$ cat src/rtl/lrsc_pkg.sv
package lrsc_pkg;
    typedef enum logic [1:0] {
        OP_LOAD  = 2'd0,
        OP_STORE = 2'd1,
        OP_LR    = 2'd2,
        OP_SC    = 2'd3
    } op_e;

    typedef enum logic [1:0] {
        ST_IDLE = 2'd0,
        ST_MEM  = 2'd1,
        ST_RESP = 2'd2
    } state_e;
endpackage

$ cat src/rtl/lrsc_resv.sv
// Single reservation: one valid bit and one word tag.
module lrsc_resv #(
    parameter int TAG_W = 30
) (
    input  logic             clk,
    input  logic             rst_n,
    input  logic             acc_lr,
    input  logic             acc_store,
    input  logic             acc_sc,
    input  logic [TAG_W-1:0] cmd_tag,
    input  logic             snp_valid,
    input  logic [TAG_W-1:0] snp_tag,
    output logic             resv_hit
);
    logic             valid_q;
    logic [TAG_W-1:0] tag_q;
    logic             snp_kill;
    logic             cmd_match;

    assign cmd_match = valid_q && (tag_q == cmd_tag);
    assign snp_kill  = snp_valid && valid_q && (snp_tag == tag_q);
    // A snoop on the same cycle beats the reservation check.
    assign resv_hit  = cmd_match && !snp_kill;

    always_ff @(posedge clk) begin
        if (!rst_n) begin
            valid_q <= 1'b0;
            tag_q   <= '0;
        end else if (acc_lr) begin
            tag_q   <= cmd_tag;
            valid_q <= !(snp_valid && (snp_tag == cmd_tag));
        end else if (acc_sc || snp_kill || (acc_store && cmd_match)) begin
            valid_q <= 1'b0;
        end
    end
endmodule

$ cat src/rtl/lrsc_ctrl.sv
// Command sequencer: accept, memory access, response.
module lrsc_ctrl
    import lrsc_pkg::*;
#(
    parameter int ADDR_W = 32,
    parameter int DATA_W = 32,
    parameter int OFS_W  = 2
) (
    input  logic                    clk,
    input  logic                    rst_n,
    input  logic                    cmd_valid,
    input  logic [1:0]              cmd_op,
    input  logic [ADDR_W-OFS_W-1:0] cmd_tag,
    input  logic [DATA_W-1:0]       cmd_wdata,
    input  logic                    resv_hit,
    output logic                    cmd_ready,
    output logic                    acc_lr,
    output logic                    acc_store,
    output logic                    acc_sc,
    output logic                    rsp_valid,
    output logic [DATA_W-1:0]       rsp_data,
    output logic                    mem_req,
    output logic                    mem_we,
    output logic [ADDR_W-1:0]       mem_addr,
    output logic [DATA_W-1:0]       mem_wdata,
    input  logic                    mem_ack,
    input  logic [DATA_W-1:0]       mem_rdata
);
    state_e             state_q, state_n;
    op_e                op_q;
    logic [ADDR_W-1:0]  addr_q;
    logic [DATA_W-1:0]  wdata_q;
    logic [DATA_W-1:0]  rsp_q;
    logic               accept;
    logic               sc_fail;

    assign accept    = cmd_valid && (state_q == ST_IDLE);
    assign acc_lr    = accept && (op_e'(cmd_op) == OP_LR);
    assign acc_store = accept && (op_e'(cmd_op) == OP_STORE);
    assign acc_sc    = accept && (op_e'(cmd_op) == OP_SC);
    assign sc_fail   = acc_sc && !resv_hit;

    always_comb begin
        state_n = state_q;
        unique case (state_q)
            ST_IDLE: if (cmd_valid) state_n = sc_fail ? ST_RESP : ST_MEM;
            ST_MEM:  if (mem_ack)   state_n = ST_RESP;
            ST_RESP: state_n = ST_IDLE;
            default: state_n = ST_IDLE;
        endcase
    end

    always_ff @(posedge clk) begin
        if (!rst_n) state_q <= ST_IDLE;
        else        state_q <= state_n;
    end

    always_ff @(posedge clk) begin
        if (!rst_n) begin
            op_q    <= OP_LOAD;
            addr_q  <= '0;
            wdata_q <= '0;
            rsp_q   <= '0;
        end else if (accept) begin
            op_q    <= op_e'(cmd_op);
            addr_q  <= {cmd_tag, {OFS_W{1'b0}}};
            wdata_q <= cmd_wdata;
            rsp_q   <= sc_fail ? DATA_W'(1) : '0;
        end else if ((state_q == ST_MEM) && mem_ack && !mem_we) begin
            rsp_q   <= mem_rdata;
        end
    end

    always_comb begin
        cmd_ready = (state_q == ST_IDLE);
        mem_req   = (state_q == ST_MEM);
        mem_we    = (op_q == OP_STORE) || (op_q == OP_SC);
        mem_addr  = addr_q;
        mem_wdata = wdata_q;
        rsp_valid = (state_q == ST_RESP);
        rsp_data  = rsp_q;
    end
endmodule

$ cat src/rtl/lrsc_monitor.sv
module lrsc_monitor #(
    parameter int ADDR_W = 32,
    parameter int DATA_W = 32
) (
    input  logic              clk,
    input  logic              rst_n,
    input  logic              cmd_valid,
    output logic              cmd_ready,
    input  logic [1:0]        cmd_op,
    input  logic [ADDR_W-1:0] cmd_addr,
    input  logic [DATA_W-1:0] cmd_wdata,
    output logic              rsp_valid,
    output logic [DATA_W-1:0] rsp_data,
    output logic              mem_req,
    output logic              mem_we,
    output logic [ADDR_W-1:0] mem_addr,
    output logic [DATA_W-1:0] mem_wdata,
    input  logic              mem_ack,
    input  logic [DATA_W-1:0] mem_rdata,
    input  logic              snp_valid,
    input  logic [ADDR_W-1:0] snp_addr
);
    localparam int OFS_W = $clog2(DATA_W / 8);
    localparam int TAG_W = ADDR_W - OFS_W;

    logic [TAG_W-1:0] cmd_tag;
    logic [TAG_W-1:0] snp_tag;
    logic acc_lr, acc_store, acc_sc, resv_hit;

    assign cmd_tag = cmd_addr[ADDR_W-1:OFS_W];
    assign snp_tag = snp_addr[ADDR_W-1:OFS_W];

    lrsc_resv #(.TAG_W(TAG_W)) u_resv (
        .clk(clk), .rst_n(rst_n),
        .acc_lr(acc_lr), .acc_store(acc_store), .acc_sc(acc_sc),
        .cmd_tag(cmd_tag), .snp_valid(snp_valid), .snp_tag(snp_tag),
        .resv_hit(resv_hit)
    );

    lrsc_ctrl #(.ADDR_W(ADDR_W), .DATA_W(DATA_W), .OFS_W(OFS_W)) u_ctrl (
        .clk(clk), .rst_n(rst_n),
        .cmd_valid(cmd_valid), .cmd_op(cmd_op), .cmd_tag(cmd_tag),
        .cmd_wdata(cmd_wdata), .resv_hit(resv_hit), .cmd_ready(cmd_ready),
        .acc_lr(acc_lr), .acc_store(acc_store), .acc_sc(acc_sc),
        .rsp_valid(rsp_valid), .rsp_data(rsp_data),
        .mem_req(mem_req), .mem_we(mem_we), .mem_addr(mem_addr),
        .mem_wdata(mem_wdata), .mem_ack(mem_ack), .mem_rdata(mem_rdata)
    );
endmodule

$ cat config.mk
export PLATFORM = sky130hd
export DESIGN_NAME = lrsc_monitor
export DESIGN_NICKNAME = d
export VERILOG_FILES = /design/src/rtl/lrsc_pkg.sv /design/src/rtl/lrsc_resv.sv /design/src/rtl/lrsc_ctrl.sv /design/src/rtl/lrsc_monitor.sv
export SDC_FILE = /design/constraint.sdc
export NUM_CORES = 1
export LEC_CHECK = 0
export ABC_AREA = 1
export CAP_MARGIN = 25
export CORE_ASPECT_RATIO = 0.6
export CORE_MARGIN = 2
export CORE_UTILIZATION = 44
export DETAILED_ROUTE_END_ITERATION = 8
export PLACE_DENSITY = 0.77
export SYNTH_ARGS = -nofsm -noshare
export SYNTH_HDL_FRONTEND = slang
export SYNTH_SLANG_ARGS = --single-unit
$ cat constraint.sdc
create_clock -name clk -period 1.5 [get_ports clk]
set_input_delay 0.225 -clock clk [delete_from_list [all_inputs] [get_ports clk]]
set_output_delay 0.225 -clock clk [all_outputs]
set_load 0.01 [all_outputs]
### Word-level counts from Yosys, hierarchy flattened

Cells that the tools add are included.

| word-level totals | value |
|---|---|
| flip-flop bits (word level) | 129 |
| output and inout bits | 100 |
| input bits | 135 |
| word-level logic and storage cells | 52 |

| operators by class | value |
|---|---|
| mux-type cells | 9 |
| reduce and logical (&&, ||, !) cells | 24 |
| eq/ne operators | 12 |

Operator list:

| kind | number |
|---|---|
| 30-bit == test | 3 |
| 32-bit 2-to-1 mux | 2 |
| 1-bit logical AND | 13 |
| 2-bit == test (second input constant) | 4 |
| 2-bit by 1-bit == test with 1-bit output (second input constant) | 3 |
| 2-bit 2-to-1 mux | 3 |
| 1-bit zero test | 4 |
| 2-bit case mux with 2 select lines | 1 |
| 2-bit nonzero test | 2 |
| 1-bit logical OR | 3 |
| 1-bit 2-to-1 mux | 3 |
| 2-bit zero test | 1 |
| 2-bit by 1-bit inequality test with 1-bit output (second input constant) | 1 |
| 2-bit inequality test (second input constant) | 1 |
| 2-bit AND reduction | 1 |

### Logic depth before layout (Yosys ltp)

| depth | value |
|---|---|
| depth after elaboration | 9 |
| gate-level depth with buffers | 13 |
| gate-level depth less buffers | 13 |

### Cells and area by module

From an unflattened synthesis, not the netlist that was laid out.

| unflattened totals | value |
|---|---|
| cell total of the unflattened synthesis | 960 |
| area, all modules | 6,236.0 um^2 |

By module, submodules not included:

| module | instances | seq. area each (um^2) | area an instance (um^2) | cells an instance |
|---|---|---|---|---|
| lrsc_ctrl | 1 | 1,941.9 | 3,545.9 | 450 |
| lrsc_resv | 1 | 620.6 | 2,690.1 | 510 |

### Worst setup path before layout

No wires, ideal clock.

| timing path | value |
|---|---|
| kind | register to register |
| start | reg u_ctrl.state_q[0] |
| end | reg u_resv.valid_q |
| setup slack | 0.184 ns |
| period minus slack after synthesis | 1.316 ns |
| data required time | 1.370 ns |
| stages on the path, launching flop included | 10 |
| data arrival time | 1.185 ns |
| buffers on the path | 1 |
| library setup time | 0.130 ns |
| cell sequence | dfxtp_1 nor2_4 nand2_2 inv_4 buf_2 nand2_1 nor2_1 nand2_1 nand3b_1 a21oi_1 |

| on the way | value |
|---|---|
| word-level cells in the longest chain between the ends | 6 |
| elaborated cells between the ends (all ways) | 10 |
| classes of those cells | mux (1); reduce/logical (9) |

Ends and longest elaborated chain:

| element | RTL line | text |
|---|---|---|
| start: declaration | lrsc_ctrl.sv:29 | `state_e state_q, state_n;` |
| start signal: assignment | lrsc_ctrl.sv:55 | `else state_q <= state_n;` |
| 2-bit zero test (*) | n/a |  |
| named net cmd_ready | lrsc_monitor.sv:8 | `output logic cmd_ready,` |
| 1-bit logical AND (*) | lrsc_ctrl.sv:37 | `assign accept = cmd_valid && (state_q == ST_IDLE);` |
| 1-bit logical AND (on tied branches) | lrsc_ctrl.sv:40, lrsc_ctrl.sv:39 |  |
| 1-bit logical OR or 1-bit logical AND (tied branches) | lrsc_resv.sv:32 | `end else if (acc_sc \|\| snp_kill \|\| (acc_store && cmd_match)) begin` |
| 1-bit logical OR | lrsc_resv.sv:32 |  |
| 2-bit nonzero test (no line) | n/a |  |
| end signal: assignment | lrsc_resv.sv:31 | `valid_q <= !(snp_valid && (snp_tag == cmd_tag));` |
| end: declaration | lrsc_resv.sv:15 | `logic valid_q;` |

The timed path passes the listed nets; every way through them passes the cells marked *.
A chain may end at the register's enable or synchronous reset.

### Worst setup path after layout

| timing path | value |
|---|---|
| start | reg u_resv.tag_q[16] |
| end | reg u_ctrl.state_q[0] |

| on the way | value |
|---|---|
| word-level cells in the longest chain between the ends | 9 |
| elaborated cells between the ends (all ways) | 11 |
| classes of those cells | eq/ne (2); mux (3); reduce/logical (6) |

Ends and longest elaborated chain:

| element | RTL line | text |
|---|---|---|
| start: declaration | lrsc_resv.sv:16 | `logic [TAG_W-1:0] tag_q;` |
| start signal: assignment | lrsc_resv.sv:30 | `tag_q <= cmd_tag;` |
| 30-bit == test | lrsc_resv.sv:21 | `assign snp_kill = snp_valid && valid_q && (snp_tag == tag_q);` |
| 1-bit logical AND | lrsc_resv.sv:21 |  |
| 1-bit zero test | lrsc_resv.sv:23 | `assign resv_hit = cmd_match && !snp_kill;` |
| 1-bit logical AND (*) | lrsc_resv.sv:23 |  |
| 1-bit zero test (*) | lrsc_ctrl.sv:41 | `assign sc_fail = acc_sc && !resv_hit;` |
| 1-bit logical AND (*) | lrsc_ctrl.sv:41 |  |
| 2-bit 2-to-1 mux (*) (2 in a row) | lrsc_ctrl.sv:46 | `ST_IDLE: if (cmd_valid) state_n = sc_fail ? ST_RESP : ST_MEM;` |
| 2-bit case mux with 2 select lines (*) | lrsc_ctrl.sv:45 | `unique case (state_q)` |

Mark *: on every way between the ends. The rest lies on a longest branch, timed or not. The select of a mux whose other input is x is not followed.

==> results.json <==
{
  "reg2reg_to": "u_ctrl.state_q[0]",
  "synthArstFlopShare_pct": 0,
  "drv_cap": 0,
  "pin_count": 235,
  "cts_tree": "done",
  "cp_max_fo": 4,
  "drcViolationCount": 0,
  "fp-row-count": 32,
  "drtIter0Drc": 545,
  "layout.nets": 1339,
  "yosys_warnings": 0,
  "gp_congestion": 0.986,
  "min_to": "u_resv.tag_q[18]",
  "cts_made_buffers": 17,
  "crit_required_ns": 1.84,
  "period_minus_slack_ns": 1.49,
  "syn_inst": 906,
  "status": "completed",
  "wl_per_cell_um": 15.6,
  "synthFlopType": "dfxtp_1",
  "yosysUniqueCellTypes": 30,
  "htree_levels": 4,
  "clk_path_buf_depth": 2,
  "fin_total_pwr_mw": 10.1,
  "synth_edf_count": 0,
  "critPathArrivalTime_ns": 1.82,
  "hold_path_class": "in2reg",
  "grt_util_met1_pct": 41.1,
  "endpoint_kind": "register",
  "syn_area_mm2": 0.00599,
  "vias_per_cell": 4.97,
  "hold_violations": 0,
  "grt_pass1_wl_mm": 32.7,
  "r2r_cells": 12,
  "min_period_over_period_pct": 99.0,
  "hpwl_mm": 16.4,
  "place_inst": 1352,
  "die_y_um": 94.3,
  "globalRouteMet3Util_pct": 12.9,
  "drive_above_1_share_pct": 15.1,
  "setup_violations": 0,
  "synth-seq-area-share_pct": 42.8,
  "ys_ff_latch": 128,
  "path_class": "reg2reg",
  "vdd_drop_max_v": 0.000796,
  "startpoint_type": "register",
  "grt.busiest_layer": "met1",
  "grt_use_met2_pct": 41.0,
  "grt_usage_pct": 29.2,
  "layout.cells.non_filler": 1388,
  "timing.fmax_mhz": 673,
  "antenna_found_initial": 2,
  "syn2layout_area_growth_pct": 60.8,
  "first_global_vias": 6146,
  "fin_worst_skew_ns": 0.0119,
  "clk_pin_slew_ns": 0.06,
  "final_max_slew_viol_count": 0,
  "avgSynthCellArea_um2": 6.61,
  "p_leak_nw": 4.71,
  "r2r_setup_slack_ns": 0.01,
  "drt-total-wl_mm": 21.7,
  "grt_max_degree": 59,
  "hold_slack_ns": 0.274,
  "powerDensity_mw_per_mm2": 1050,
  "setup_tns_ns": 0,
  "num_vias": 6895,
  "initial_utilization_pct": 45.9,
  "clock-sinks": 128,
  "die-area_mm2": 0.0146,
  "cts_root_buffer": "clkbuf_16",
  "io_buffer_count": 228,
  "clkLatencyLatePin_ns": 0.42,
  "first_pass_iters": 5,
  "rsz0062_at_grt": "true",
  "rr_startpoint": "u_resv.tag_q[16]",
  "postRouteAntennaNets": 0,
  "hold_depth": 4,
  "overflow": 0,
  "hp-start": "cmd_addr[20]",
  "core_mm2": 0.0131,
  "die-width_um": 155
}
-- registers in the layout (all words and copies together), names as in the netlist --
| signal | count |
|---|---|
| u_resv.valid_q | 1 |
| u_ctrl.op_q | 1 |
| u_ctrl.mem_wdata | 32 |
| u_ctrl.mem_addr | 30 |
| u_resv.tag_q | 30 |
| u_ctrl.state_q | 2 |
| u_ctrl.rsp_data | 32 |
-- synthesized netlist by cell type (7+ instances only) --
cell	n	area share [%]
a21oi_1	78	6.5
buf_2	13	1.1
clkbuf_1	22	1.4
dfxtp_1	128	43
inv_1	103	6.5
nand2_1	246	15
nand3_1	24	2.0
nand4_1	9	0.94
nor2_1	126	7.9
o21ai_0	85	7.1
o21ai_1	22	1.8
xnor2_1	7	1.0
xor2_1	9	1.3
-- per-layer routing --
metal	part of all wire (%)	vias to the layer above
li1	-	3447
met1	46	3114
met2	40	314
met3	13	20
met4	0.97	0
met5	0	-
-- critical path, stage by stage (launching register included) --
cell     delay, ns
dfxtp_2       0.36
inv_1         0.06
nand2_1       0.05
nand2_1       0.09
nor2_1        0.15
nand2_1       0.07
nor2_1        0.09
nand2_1       0.07
nor2_2        0.11
nand2_1       0.08
nand2_2       0.09
nand2_2       0.07
a21oi_2       0.11
-- area by class of cell --
| cell class | count | area, um2 |
|---|---|---|
| antenna | 2 | 5.00 |
| multi-input combinational | 630 | 2890 |
| sequential | 128 | 2590 |
| tap | 170 | 213 |
| clock buffer | 17 | 425 |
| clock inverter | 14 | 180 |
| timing repair buffer | 320 | 2910 |
| fill | 1108 | 3430 |
| inverter | 107 | 404 |
-- what timing repair did --
action	in CTS	in global routing
resized for setup	109	49
buffers inserted	0	3
hold buffers	0	0
setup endpoints to repair	102	6
pin swaps	0	15
-- kinds of logic (layout without fill, tap and decap cells) --
family                    count (synthesis)  after routing  synth area share, %
AOI/OAI and AO/OA                       192            192                 16.3
xor gates and xnor gates                 16             16                 2.34
buffers and inverters                   149            458                 10.2
DFF                                     128            128                 42.8
other                                     1              4               0.0626
and+or+nand+nor                         420            420                 28.3
-- per-stage QoR --
step | utilization (%) | worst slack (ns) | cell area, um2
5_1_grt | 73.7 | -0.0684 | 9620
4_1_cts | 72.9 | -0.0124 | 9510
6_report | 73.7 | 0.0147 | 9620
3_5_place_dp | 69.0 | -0.462 | 9000
3_3_place_gp | 69.0 | -0.407 | 9000
2_1_floorplan | - | 0.184 | 5990
-- where the power goes --
| group | internal (mW) | switching (mW) | total, mW | leakage, nW |
|---|---|---|---|---|
| Clock | 2.64 | 1.70 | 4.34 | 0.296 |
| Combinational | 0.971 | 1.04 | 2.01 | 3.35 |
| Sequential | 3.65 | 0.140 | 3.79 | 1.06 |
-- cells in the final DEF, fill, tap and decap left out, types with 7 or more instances in the layout --
cell type	instances
a21oi_1	76
buf_4	87
clkbuf_16	17
clkdlybuf4s50_1	125
dfxtp_1	108
dfxtp_2	17
dlygate4sd2_1	96
inv_1	100
nand2_1	236
nand2_2	12
nand3_1	24
nand4_1	9
nor2_1	118
nor2_2	7
o21ai_0	84
o21ai_1	23
xor2_1	9
-- worst max-delay path by stage --
stage	from	to	slack, ns
2_1_floorplan	u_ctrl.state_q[0]	u_resv.valid_q	0.18
3_3_place_gp	cmd_addr[30]	u_ctrl.state_q[0]	-0.41
3_5_place_dp	cmd_addr[30]	u_ctrl.state_q[0]	-0.46
4_1_cts	u_ctrl.state_q[1]	rsp_valid	-0.01
5_1_grt	cmd_addr[21]	u_ctrl.state_q[0]	-0.07
6_report	u_resv.tag_q[16]	u_ctrl.state_q[0]	0.01
(Power assumes the default switching activity.)
